--- src/rtl/ppdma_pkg.sv ---
package ppdma_pkg;
  localparam int REG_W    = 32;
  localparam int STOP_BIT = 31;
  localparam int SIZE_W   = 2;
  localparam int CTL_W    = 5;
  localparam int CTL_EN   = 0;
  localparam int CTL_DIR  = 1;
  localparam int CTL_CLR  = 2;
  localparam int CTL_SZ   = 3;
  localparam int ST_INT   = 0;
  localparam int ST_OVER  = 1;
  localparam int ST_CHAN  = 2;

  localparam logic [2:0] IDX_CUR_A = 3'd0;
  localparam logic [2:0] IDX_END_A = 3'd1;
  localparam logic [2:0] IDX_CUR_B = 3'd2;
  localparam logic [2:0] IDX_END_B = 3'd3;
  localparam logic [2:0] IDX_CTRL  = 3'd4;
  localparam logic [2:0] IDX_STAT  = 3'd5;

  typedef struct packed {
    logic [SIZE_W-1:0] size;
    logic              dir;
    logic              en;
  } chan_cfg_t;

  // Byte step for one transfer unit.
  function automatic logic [REG_W-1:0] unit_step(input logic [SIZE_W-1:0] code);
    unit_step = REG_W'(1) << code;
  endfunction

  // Control readback: CLEAR never reads back as set.
  function automatic logic [REG_W-1:0] cfg_word(input chan_cfg_t c);
    cfg_word = '0;
    cfg_word[CTL_EN]  = c.en;
    cfg_word[CTL_DIR] = c.dir;
    cfg_word[CTL_SZ +: SIZE_W] = c.size;
  endfunction
endpackage

--- src/rtl/ppdma_ctrl.sv ---
module ppdma_ctrl
  import ppdma_pkg::*;
(
  input  logic             clk,
  input  logic             rst_n,
  input  logic             wr,
  input  logic [CTL_W-1:0] wdata,
  output chan_cfg_t        cfg,
  output logic             clr
);
  assign clr = wr && wdata[CTL_CLR];

  always_ff @(posedge clk) begin
    if (!rst_n) begin
      cfg <= '0;
    end else if (wr) begin
      cfg.en   <= wdata[CTL_EN];
      cfg.dir  <= wdata[CTL_DIR];
      cfg.size <= wdata[CTL_SZ +: SIZE_W];
    end
  end
endmodule

--- src/rtl/ppdma_desc.sv ---
module ppdma_desc #(
  parameter int ADDR_W = 16
) (
  input  logic              clk,
  input  logic              rst_n,
  input  logic              clr,
  input  logic              wr_cur,
  input  logic              wr_end,
  input  logic [ADDR_W-1:0] waddr,
  input  logic              wstop,
  input  logic              adv,
  input  logic [ADDR_W-1:0] step,
  output logic [ADDR_W-1:0] cur_o,
  output logic [ADDR_W-1:0] end_o,
  output logic              stop_o,
  output logic              valid_o,
  output logic              last_o
);
  assign last_o = (cur_o == end_o);

  always_ff @(posedge clk) begin
    if (!rst_n) begin
      cur_o   <= '0;
      end_o   <= '0;
      stop_o  <= 1'b0;
      valid_o <= 1'b0;
    end else begin
      if (wr_cur)             cur_o <= waddr;
      else if (adv && !last_o) cur_o <= cur_o + step;
      if (wr_end) begin
        end_o  <= waddr;
        stop_o <= wstop;
      end
      if (clr)                valid_o <= 1'b0;
      else if (wr_end)        valid_o <= 1'b1;
      else if (adv && last_o) valid_o <= 1'b0;
    end
  end

  // writing the end register validates the buffer
  assert_end_validates_R11: assert property (@(posedge clk) disable iff (!rst_n)
    wr_end && !clr |=> valid_o);
  // consuming the last unit frees the buffer
  assert_last_frees_R5: assert property (@(posedge clk) disable iff (!rst_n)
    adv && last_o && !wr_end && !clr |=> !valid_o);
  // units are only taken from a valid buffer
  assert_adv_valid_R3: assert property (@(posedge clk) disable iff (!rst_n)
    adv |-> valid_o);
endmodule

--- src/rtl/ppdma_seq.sv ---
module ppdma_seq (
  input  logic       clk,
  input  logic       rst_n,
  input  logic       enable,
  input  logic       clr,
  input  logic       dev_req,
  input  logic       mem_ack,
  input  logic [1:0] valid,
  input  logic [1:0] stop,
  input  logic [1:0] last,
  output logic       chan,
  output logic       busy,
  output logic       stopped,
  output logic [1:0] adv
);
  logic start, done, done_last;

  assign start     = !busy && enable && valid[chan] && !stopped && dev_req;
  assign done      = busy && mem_ack;
  assign done_last = done && last[chan];
  assign adv       = done ? (chan ? 2'b10 : 2'b01) : 2'b00;

  always_ff @(posedge clk) begin
    if (!rst_n) begin
      busy    <= 1'b0;
      chan    <= 1'b0;
      stopped <= 1'b0;
    end else if (clr) begin
      busy    <= 1'b0;
      chan    <= 1'b0;
      stopped <= 1'b0;
    end else begin
      if (start)     busy <= 1'b1;
      else if (done) busy <= 1'b0;
      if (done_last) begin
        if (stop[chan]) stopped <= 1'b1;
        else            chan    <= ~chan;
      end
    end
  end

  // a pending request is held until acknowledged
  assert_hold_req_R3: assert property (@(posedge clk) disable iff (!rst_n)
    busy && !mem_ack && !clr |=> busy);
  // a pending request always belongs to a valid buffer
  assert_busy_valid_R3: assert property (@(posedge clk) disable iff (!rst_n)
    busy |-> valid[chan]);
  // the buffer select moves only on a last-unit acknowledge or CLEAR
  assert_chan_moves_R5: assert property (@(posedge clk) disable iff (!rst_n)
    !$stable(chan) |-> $past(clr || (busy && mem_ack && last[chan])));
  // once stopped, nothing new starts
  assert_stop_quiet_R6: assert property (@(posedge clk) disable iff (!rst_n)
    stopped && !clr |=> !busy);
  // at most one descriptor advances per cycle
  assert_adv_onehot_R4: assert property (@(posedge clk) disable iff (!rst_n)
    $onehot0(adv));
endmodule

--- src/rtl/ppdma_channel.sv ---
module ppdma_channel
  import ppdma_pkg::*;
#(
  parameter int ADDR_W = 16
) (
  input  logic              clk,
  input  logic              rst_n,
  input  logic              reg_wr_en,
  input  logic [2:0]        reg_wr_addr,
  input  logic [REG_W-1:0]  reg_wdata,
  input  logic [2:0]        reg_rd_addr,
  output logic [REG_W-1:0]  reg_rdata,
  input  logic              dev_req,
  output logic              mem_req,
  output logic [ADDR_W-1:0] mem_addr,
  output logic              mem_wr,
  input  logic              mem_ack,
  output logic              irq
);
  chan_cfg_t         cfg;
  logic              clr;
  logic [ADDR_W-1:0] step;
  logic [ADDR_W-1:0] cur_q [2];
  logic [ADDR_W-1:0] end_q [2];
  logic [1:0]        stop_q, valid_q, last_q, adv;
  logic              chan, busy, stopped;
  logic              over_w, int_w;
  logic              unused_wdata;

  assign unused_wdata = ^reg_wdata[STOP_BIT-1:ADDR_W];

  ppdma_ctrl u_ctrl (
    .clk   (clk),
    .rst_n (rst_n),
    .wr    (reg_wr_en && reg_wr_addr == IDX_CTRL),
    .wdata (reg_wdata[CTL_W-1:0]),
    .cfg   (cfg),
    .clr   (clr)
  );

  assign step = ADDR_W'(unit_step(cfg.size));

  for (genvar g = 0; g < 2; g++) begin : g_desc
    ppdma_desc #(.ADDR_W(ADDR_W)) u_desc (
      .clk     (clk),
      .rst_n   (rst_n),
      .clr     (clr),
      .wr_cur  (reg_wr_en && reg_wr_addr == 3'(2*g)),
      .wr_end  (reg_wr_en && reg_wr_addr == 3'(2*g+1)),
      .waddr   (reg_wdata[ADDR_W-1:0]),
      .wstop   (reg_wdata[STOP_BIT]),
      .adv     (adv[g]),
      .step    (step),
      .cur_o   (cur_q[g]),
      .end_o   (end_q[g]),
      .stop_o  (stop_q[g]),
      .valid_o (valid_q[g]),
      .last_o  (last_q[g])
    );
  end

  ppdma_seq u_seq (
    .clk     (clk),
    .rst_n   (rst_n),
    .enable  (cfg.en),
    .clr     (clr),
    .dev_req (dev_req),
    .mem_ack (mem_ack),
    .valid   (valid_q),
    .stop    (stop_q),
    .last    (last_q),
    .chan    (chan),
    .busy    (busy),
    .stopped (stopped),
    .adv     (adv)
  );

  assign over_w   = !cfg.en || !valid_q[chan] || stopped;
  assign int_w    = cfg.en && !stopped && !(&valid_q);
  assign irq      = int_w;
  assign mem_req  = busy;
  assign mem_addr = busy ? cur_q[chan] : '0;
  assign mem_wr   = cfg.dir;

  always_comb begin
    reg_rdata = '0;
    case (reg_rd_addr)
      IDX_CUR_A: reg_rdata[ADDR_W-1:0] = cur_q[0];
      IDX_CUR_B: reg_rdata[ADDR_W-1:0] = cur_q[1];
      IDX_END_A: begin
        reg_rdata[ADDR_W-1:0] = end_q[0];
        reg_rdata[STOP_BIT]   = stop_q[0];
      end
      IDX_END_B: begin
        reg_rdata[ADDR_W-1:0] = end_q[1];
        reg_rdata[STOP_BIT]   = stop_q[1];
      end
      IDX_CTRL: reg_rdata = cfg_word(cfg);
      IDX_STAT: begin
        reg_rdata[ST_INT]  = int_w;
        reg_rdata[ST_OVER] = over_w;
        reg_rdata[ST_CHAN] = chan;
      end
      default: reg_rdata = '0;
    endcase
  end

  // the request address holds while waiting for the acknowledge
  assert_addr_stable_R3: assert property (@(posedge clk) disable iff (!rst_n)
    mem_req && !mem_ack && !reg_wr_en |=> $stable(mem_addr));
  // a request never rises out of an OVER state
  assert_no_req_over_R8: assert property (@(posedge clk) disable iff (!rst_n)
    $rose(mem_req) |-> $past(!over_w));
endmodule

--- config.mk ---
export PLATFORM = sky130hd
export DESIGN_NAME = ppdma_channel
export DESIGN_NICKNAME = d
export VERILOG_FILES = /design/src/rtl/ppdma_pkg.sv /design/src/rtl/ppdma_ctrl.sv /design/src/rtl/ppdma_desc.sv /design/src/rtl/ppdma_seq.sv /design/src/rtl/ppdma_channel.sv
export SDC_FILE = /design/constraint.sdc
export NUM_CORES = 1
export LEC_CHECK = 0
export BUFFER_PORTS_ARGS = -buffer_cell sky130_fd_sc_hd__buf_2
export CAP_MARGIN = 20
export CORE_UTILIZATION = 41
export CTS_CLUSTER_SIZE = 28
export DETAILED_ROUTE_END_ITERATION = 16
export PLACE_DENSITY_LB_ADDON = 0.08
export SLEW_MARGIN = 20
export SYNTH_ARGS = -nofsm -noshare
export SYNTH_HDL_FRONTEND = slang
export SYNTH_SLANG_ARGS = --single-unit
--- constraint.sdc ---
create_clock -name clk -period 2.4 [get_ports clk]
set_clock_uncertainty 0.05 [all_clocks]
set_input_delay 0.24 -clock clk [delete_from_list [all_inputs] [get_ports clk]]
set_output_delay 0.24 -clock clk [all_outputs]
set_load 0.02 [all_outputs]
==> results.sh, run 1 <==
export IMPL_pwr_share_seq_pct=40.3
export IMPL_hp_class="primary input to flip-flop"
export IMPL_gr_total_overflow=0
export IMPL_die_height_um=115
export IMPL_critPathMaxStageDelay_ns=0.47
export IMPL_slowest_stage="dfxtp_1"
export IMPL_nets=718
export IMPL_ys_types=53
export IMPL_cts_root_buf="clkbuf_16"
export IMPL_synth_top_area_share_pct=28.7
export IMPL_finalCritPeriodShare_pct=94.3
export IMPL_final_common_cell="nand2_1"
export IMPL_final_layout_size_suffix_gt1_share_pct=24.2
export IMPL_grt_usage_pct=26.4
export IMPL_p_switching_mw=0.915
export IMPL_slew_headroom_pct=54.9
export IMPL_place_inst=826
export IMPL_cp_arrival_ns=2.48
export IMPL_postCtsHoldBufs=0
export IMPL_grt_max_degree=32
export IMPL_pre_cts_ws_ns=0.124
export IMPL_n_fill_cell=1216
export IMPL_grt_pass1_vias=4438
export IMPL_outcome="finished clean"
export IMPL_power_share_switching_pct=27.7
export IMPL_final_cell_mix="nand2_1 (93), dfxtp_1 (75), buf_2 (63), xnor2_1 (61), a21oi_1 (38)"
export IMPL_post_cts_setup_buffer_count=0
export IMPL_yosys_warnings=0
export IMPL_p_comb_share_pct=14.5
export IMPL_fin_tns_setup_ns=0
export IMPL_antenna_found_initial=0
export IMPL_postRouteAntennaNets=0
export IMPL_grt_pass1_wl_mm=25.5
export IMPL_clockBufferDepth=2
export IMPL_powerDensity_mw_per_mm2=545
export IMPL_max_freq_ghz=0.442
export IMPL_worst_pin_slew_ns=0.676
export IMPL_drt_iter0_drc=307
export IMPL_p_clk_share_pct=45.1
export IMPL_path_cells="and2_1, ha_1, and2_1, a221oi_2, buf_4, nor4_2, buf_4, xnor2_1, a21oi_1"
export IMPL_p_int_mw=2.38
export IMPL_cts_max_level=3
export IMPL_rows=40
export IMPL_synth_main_ff_cell="dfxtp_1"
export IMPL_vias=4592
export IMPL_routed_via_density=5.45
export IMPL_vdd_drop_max_uv=506
export IMPL_setup_viol=0
export IMPL_first_pass_iters=5
export IMPL_total_power_mw=3.30
export IMPL_p_leak_nw=2.08
export IMPL_clock_sinks=75
export IMPL_antenna_cells=0
export IMPL_synth_seq_cells=75
export IMPL_endpoint_kind="flip-flop"
export IMPL_cts_clk_slew_worst_paths_ns=0.06
export IMPL_cap_viol_max_count=0
export IMPL_crit_reg2reg_launch="u_ctrl.cfg[2]$_SDFFE_PN0P_"
export IMPL_yosys_top_cells_area="dfxtp_1 (29%), xnor2_1 (10%), nand2_1 (6.7%), mux2i_1 (5.7%), mux4_2 (5.2%)"
export IMPL_clkLatencyLatePin_ns=0.35
export IMPL_ys_seq_area_share_pct=28.7
export IMPL_synthesis_area_mm2=0.00523
export IMPL_avgSynthCellArea_um2=8.54
export IMPL_die_width_um=115
export IMPL_synth_edf_count=0
export IMPL_min_delay_start="reg_wdata[31]"
export IMPL_core_mm2=0.0122
export IMPL_rsz0062_at_grt="false"
export IMPL_initial_utilization_pct=42.8
export IMPL_cts_made_buffers=9
export IMPL_yosysTopAreaCell="dfxtp_1"
export IMPL_dieArea_mm2=0.0132
export IMPL_gpl_final_weighted_congestion=0.911
export IMPL_instances_no_fill=842
export IMPL_worstPathMaxFanout=7
export IMPL_area_growth_pct=15.8
export IMPL_finalCriticalPeriod_ns=2.26
export IMPL_hold_depth=3
export IMPL_cts_tree="yes"
export IMPL_port_buffers=63
export IMPL_wl_mm=16.4
export IMPL_async_reset_ff_share_pct=0
export IMPL_hpwl_mm=11.9
export IMPL_reg2reg_depth=9
export IMPL_required_ns=2.62
export IMPL_critPathLaunch="u_ctrl.cfg[2]$_SDFFE_PN0P_"
export IMPL_postSynthCellCount=612
export IMPL_wire_per_inst_um=19.5
export IMPL_io_pins=94
export IMPL_worst_setup_path_type="flip-flop to flip-flop"
export IMPL_fin_ws_ns=0.137
export IMPL_cp_start_kind="flip-flop"
export IMPL_slew_violations=0
export IMPL_drc=0
export IMPL_final_hold_viol_count=0
[final cells by class]
class	count	area, um2	area share (%)
Timing Repair Buffer	99	598	9.89
Clock inverter	7	101	1.68
Sequential cell	75	1500	24.8
Tap cell	168	210	3.47
Multi-Input combinational cell	481	3400	56.2
Clock buffer	9	225	3.72
Inverter	3	11.3	0.186
[final timing paths]
check | to | slack (ns)
hold reg to reg | u_seq.stopped$_SDFFE_PP0P_ | 0.43
hold / removal | g_desc[1].u_desc.stop_o$_SDFFE_PN0P_ | 0.10
setup / recovery | g_desc[0].u_desc.cur_o[15]$_SDFFE_PN0P_ | 0.14
setup reg to reg | g_desc[0].u_desc.cur_o[15]$_SDFFE_PN0P_ | 0.14
[power by group through the flow]
| stage | Clock, mW | Sequential [mW] | Combinational [mW] |
|---|---|---|---|
| detailed placement | 0 | 1.36 | 0.474 |
| global route | 1.58 | 1.33 | 0.517 |
| global placement | 0 | 1.35 | 0.471 |
| finish | 1.49 | 1.33 | 0.479 |
| floorplan | 0 | 1.33 | 0.359 |
| CTS | 1.53 | 1.33 | 0.476 |
[repair_timing]
item	in CTS	in global routing
resized for setup	0	2
setup endpoints to repair	0	1
hold endpoints to repair	0	0
[synth_stat cells (all sizes together) (7+ instances only)]
master	n
nand2	94
dfxtp	75
xnor2	61
buf	40
a21oi	38
a21boi	35
o21ai	33
mux2i	30
clkbuf	27
nor2b	25
nor2	24
nor4	17
and2	15
mux4	12
nand4	12
nand3	7
[metal layers]
layer	wire length [um]	up-vias	track usage, %
li1	-	2214	-
met1	7870	2221	37.0
met2	7330	134	40.8
met3	894	23	4.16
met4	332	0	9.96
met5	0	-	0
[cell families (layout without fill, tap and decap cells)]
kind of cell             Yosys count  in the layout  synth area share (%)
AND/OR/NAND/NOR                  216            216                  22.9
AO/OA/AOI/OAI                    136            136                  17.2
flip-flops                        75             75                  28.7
buffers and inverters             70            118                  7.40
XOR/XNOR                          61             61                  10.2
multiplexers                      47             47                  12.0
adder cells (fa/ha/maj)            6              6                  1.44
other                              1             15                0.0718
[sequential cells by signal, summed over array words and instances (netlist names)]
register,flops
g_desc.u_desc.cur_o,32
g_desc.u_desc.end_o,32
g_desc.u_desc.stop_o,2
g_desc.u_desc.valid_o,2
u_ctrl.cfg,4
u_seq.busy,1
u_seq.chan,1
u_seq.stopped,1
[worst max-delay path: cells and delay by family (launching register included)]
kind                       cells  cell delay, ns
and+or+nand+nor                3            0.50
adders and majority gates      1            0.29
DFF                            1            0.47
AOI/OAI and AO/OA              2            0.41
buffers and inverters          2            0.37
xor gates and xnor gates       1            0.11
[through the flow]
| step | hold WS [ns] | area, um2 | util (%) |
|---|---|---|---|
| floorplan | 0.335 | 5280 | - |
| global placement | 0.394 | 5710 | 46.8 |
| detailed placement | 0.421 | 5710 | 46.8 |
| CTS | 0.0976 | 6040 | 49.4 |
| global route | 0.112 | 6050 | 49.5 |
| finish | 0.104 | 6050 | 49.5 |
Note: power is estimated with default switching activity, not from simulation.
==> run 2, diff against run 1 <==
Settings changed: ABC_AREA set to 1.
==> run 2 against run 1 <==
Effect of this change: clock power up 8%; largest cell class unchanged; die area rose by 1.1%; first-iteration DRC count up 38%; sequential share of layout area shrank 0.32 points; core utilization decreased by 0.78 points; design area increased by 1.3%.
==> results.sh, run 2 <==
export IMPL_cts_clk_slew_worst_paths_ns=0.06
export IMPL_r2r_slack_ns=0.23
export IMPL_avgSynthCellArea_um2=5.94
export IMPL_outcome="finished clean"
export IMPL_ctsResizeCount=0
export IMPL_port_buffers=63
export IMPL_setup_viol=0
export IMPL_min_delay_start="reg_wdata[31]"
export IMPL_post_cts_setup_buffer_count=0
export IMPL_hold_depth=3
export IMPL_cts_max_level=3
export IMPL_grt_pass1_wl_mm=29.0
export IMPL_initial_utilization_pct=42.0
export IMPL_ys_seq_area_share_pct=28.4
export IMPL_worstHoldEndpoint="g_desc[0].u_desc.stop_o$_SDFFE_PN0P_"
export IMPL_synth_top_area_share_pct=28.4
export IMPL_final_cell_mix="nand2_1 (273), inv_1 (107), a21oi_1 (81), nor2_1 (78), dfxtp_1 (75)"
export IMPL_rows=41
export IMPL_slowest_stage="dfxtp_1"
export IMPL_worstReg2RegEnd="g_desc[0].u_desc.cur_o[6]$_SDFFE_PN0P_"
export IMPL_cp_arrival_ns=2.35
export IMPL_finalCriticalPeriod_ns=2.17
export IMPL_postRouteAntennaNets=0
export IMPL_synth_commonest_cells="nand2_1 (273), inv_1 (107), a21oi_1 (81)"
export IMPL_grt_usage_pct=29.3
export IMPL_total_power_mw=3.31
export IMPL_crit_reg2reg_launch="u_ctrl.cfg[2]$_SDFFE_PN0P_"
export IMPL_async_reset_ff_share_pct=0
export IMPL_wl_mm=18.8
export IMPL_gr_total_overflow=0
export IMPL_cts_tree="yes"
export IMPL_drc=0
export IMPL_grt_pass1_vias=5361
export IMPL_antenna_found_initial=0
export IMPL_critPathMaxStageDelay_ns=0.40
export IMPL_fin_tns_setup_ns=0
export IMPL_reg2reg_depth=12
export IMPL_worst_setup_path_type="flip-flop to flip-flop"
export IMPL_nets=1007
export IMPL_routed_via_density=5.21
export IMPL_hpwl_mm=14.4
export IMPL_yosys_warnings=0
export IMPL_final_layout_size_suffix_gt1_share_pct=14.2
export IMPL_n_fill_cell=1421
export IMPL_gpl_final_weighted_congestion=0.925
export IMPL_first_pass_iters=5
export IMPL_synthesis_area_mm2=0.00528
export IMPL_critPathLaunch="u_ctrl.cfg[2]$_SDFFE_PN0P_"
export IMPL_ys_types=42
export IMPL_postCtsHoldBufs=0
export IMPL_clockBufferDepth=2
export IMPL_final_common_cell="nand2_1"
export IMPL_required_ns=2.58
export IMPL_p_leak_nw=2.71
export IMPL_slew_headroom_pct=59.7
export IMPL_wire_per_inst_um=16.5
export IMPL_hp_class="primary input to flip-flop"
export IMPL_clkLatencyLatePin_ns=0.35
export IMPL_yosysTopAreaCell="dfxtp_1"
export IMPL_grt_max_degree=45
export IMPL_p_comb_share_pct=11.6
export IMPL_die_height_um=116
export IMPL_dieArea_mm2=0.0133
export IMPL_cpMostUsedCell="nor2_1"
export IMPL_antenna_cells=0
export IMPL_synth_main_ff_cell="dfxtp_1"
export IMPL_holdWs_ns=0.146
export IMPL_clock_sinks=75
export IMPL_reg_top3="g_desc.u_desc.cur_o x32, g_desc.u_desc.end_o x32, u_ctrl.cfg x4"
export IMPL_io_pins=94
export IMPL_drt_iter0_drc=425
export IMPL_vdd_drop_max_uv=420
export IMPL_die_width_um=116
export IMPL_vias=5917
export IMPL_slew_violations=0
export IMPL_cp_start_kind="flip-flop"
export IMPL_rsz0062_at_grt="false"
export IMPL_final_hold_viol_count=0
export IMPL_cts_root_buf="clkbuf_16"
export IMPL_path_cells="nor2_1, ha_1, ha_1, inv_1, nand2_1, inv_1, o21bai_4, nand2_1, o21ai_0, nor2_1, nor2_1, nor2_1"
export IMPL_final_core_util_pct=48.8
export IMPL_powerDensity_mw_per_mm2=540
export IMPL_core_mm2=0.0126
export IMPL_yosysMostFrequentCell="nand2_1"
export IMPL_area_growth_pct=16.0
export IMPL_endpoint_kind="flip-flop"
export IMPL_synth_edf_count=0
export IMPL_p_switching_mw=0.870
export IMPL_cap_viol_max_count=0
export IMPL_worst_pin_slew_ns=0.600
export IMPL_finalCritPeriodShare_pct=90.6
export IMPL_cts_made_buffers=9
export IMPL_worstPathMaxFanout=9
export IMPL_p_clk_share_pct=48.6
export IMPL_pwr_share_seq_pct=39.8
export IMPL_p_int_mw=2.44
export IMPL_power_share_switching_pct=26.3
export IMPL_synth_seq_cells=75
export IMPL_max_freq_ghz=0.460
export IMPL_yosys_top_cells_area="dfxtp_1 (28%), nand2_1 (19%), a21oi_1 (7.7%), inv_1 (7.6%), o21ai_0 (6.6%)"
export IMPL_postSynthCellCount=890
[run 2: cell types whose count changed in the layout (fill, tap and decap cells not counted), sizes merged, moves of 14 or more]
cell	change
buf	-14
mux2i	-30
nand2	+187
inv	+118
nand3	+40
and2	-15
a21oi	+44
nor2b	-25
o21ai	+46
a21boi	-32
nor2	+56
xnor2	-59
[run 2: area by class of cell]
type	instances	area [um2]	area share [%]
inverters	124	465	7.59
well taps	172	215	3.51
multi-input cells	663	3120	51.0
repair buffers	85	480	7.84
clock inverters	5	100	1.63
flip-flops and latches	75	1500	24.5
clock buffers	11	243	3.96
[run 2: cells by family (layout without fill, tap and decap cells)]
family                     Yosys count  after routing  share of synthesized area, %
buffers and inverters              166            225                          13.5
DFF                                 75             75                          28.4
AOI/OAI and AO/OA                  203            203                          22.0
adders and majority gates            6              6                          1.42
other                                1             15                        0.0710
and+or+nand+nor                    433            433                          33.6
xor gates and xnor gates             6              6                         0.995
[run 2: layer usage]
metal / routed length [um] / up-vias / GRT usage, %
met3: 1180 / 42 / 4.97
met5: 0 / - / 0
li1: - / 2994 / -
met1: 8140 / 2649 / 36.9
met2: 8800 / 232 / 49.3
met4: 642 / 0 / 12.7
[run 2: power groups by stage]
| stage | clock, mW | sequential (mW) | combinational (mW) |
|---|---|---|---|
| after floorplan | 0 | 1.33 | 0.268 |
| after global placement | 0 | 1.34 | 0.382 |
| after detailed placement | 0 | 1.34 | 0.382 |
| after CTS | 1.63 | 1.32 | 0.384 |
| after global routing | 1.67 | 1.32 | 0.429 |
| final | 1.61 | 1.32 | 0.385 |
[run 2: critical path, delay by kind of cell, from the launching register on]
kind            cells  cell delay, ns
compound gates      2            0.41
fa+ha+maj           2            0.42
flops               1            0.40
buf+inv             2            0.11
simple gates        6            0.66
[run 2: how the worst max path moves through the flow]
stage,slack (ns),cells after the start,end
detailed placement,0.24,12,g_desc[0].u_desc.cur_o[8]$_SDFFE_PN0P_
floorplan,0.55,13,g_desc[0].u_desc.cur_o[6]$_SDFFE_PN0P_
finish,0.23,12,g_desc[0].u_desc.cur_o[6]$_SDFFE_PN0P_
CTS,0.24,12,g_desc[0].u_desc.cur_o[6]$_SDFFE_PN0P_
global placement,0.25,12,g_desc[0].u_desc.cur_o[6]$_SDFFE_PN0P_
global route,0.04,12,g_desc[0].u_desc.cur_o[6]$_SDFFE_PN0P_
[run 2: per-stage QoR]
step	setup WS, ns	cell area (um2)	cells
6_report	0.226	6130	1135
4_1_cts	0.240	6130	1135
5_1_grt	0.0441	6130	1135
3_5_place_dp	0.241	5790	1119
2_1_floorplan	0.546	5340	904
3_3_place_gp	0.249	5790	1119
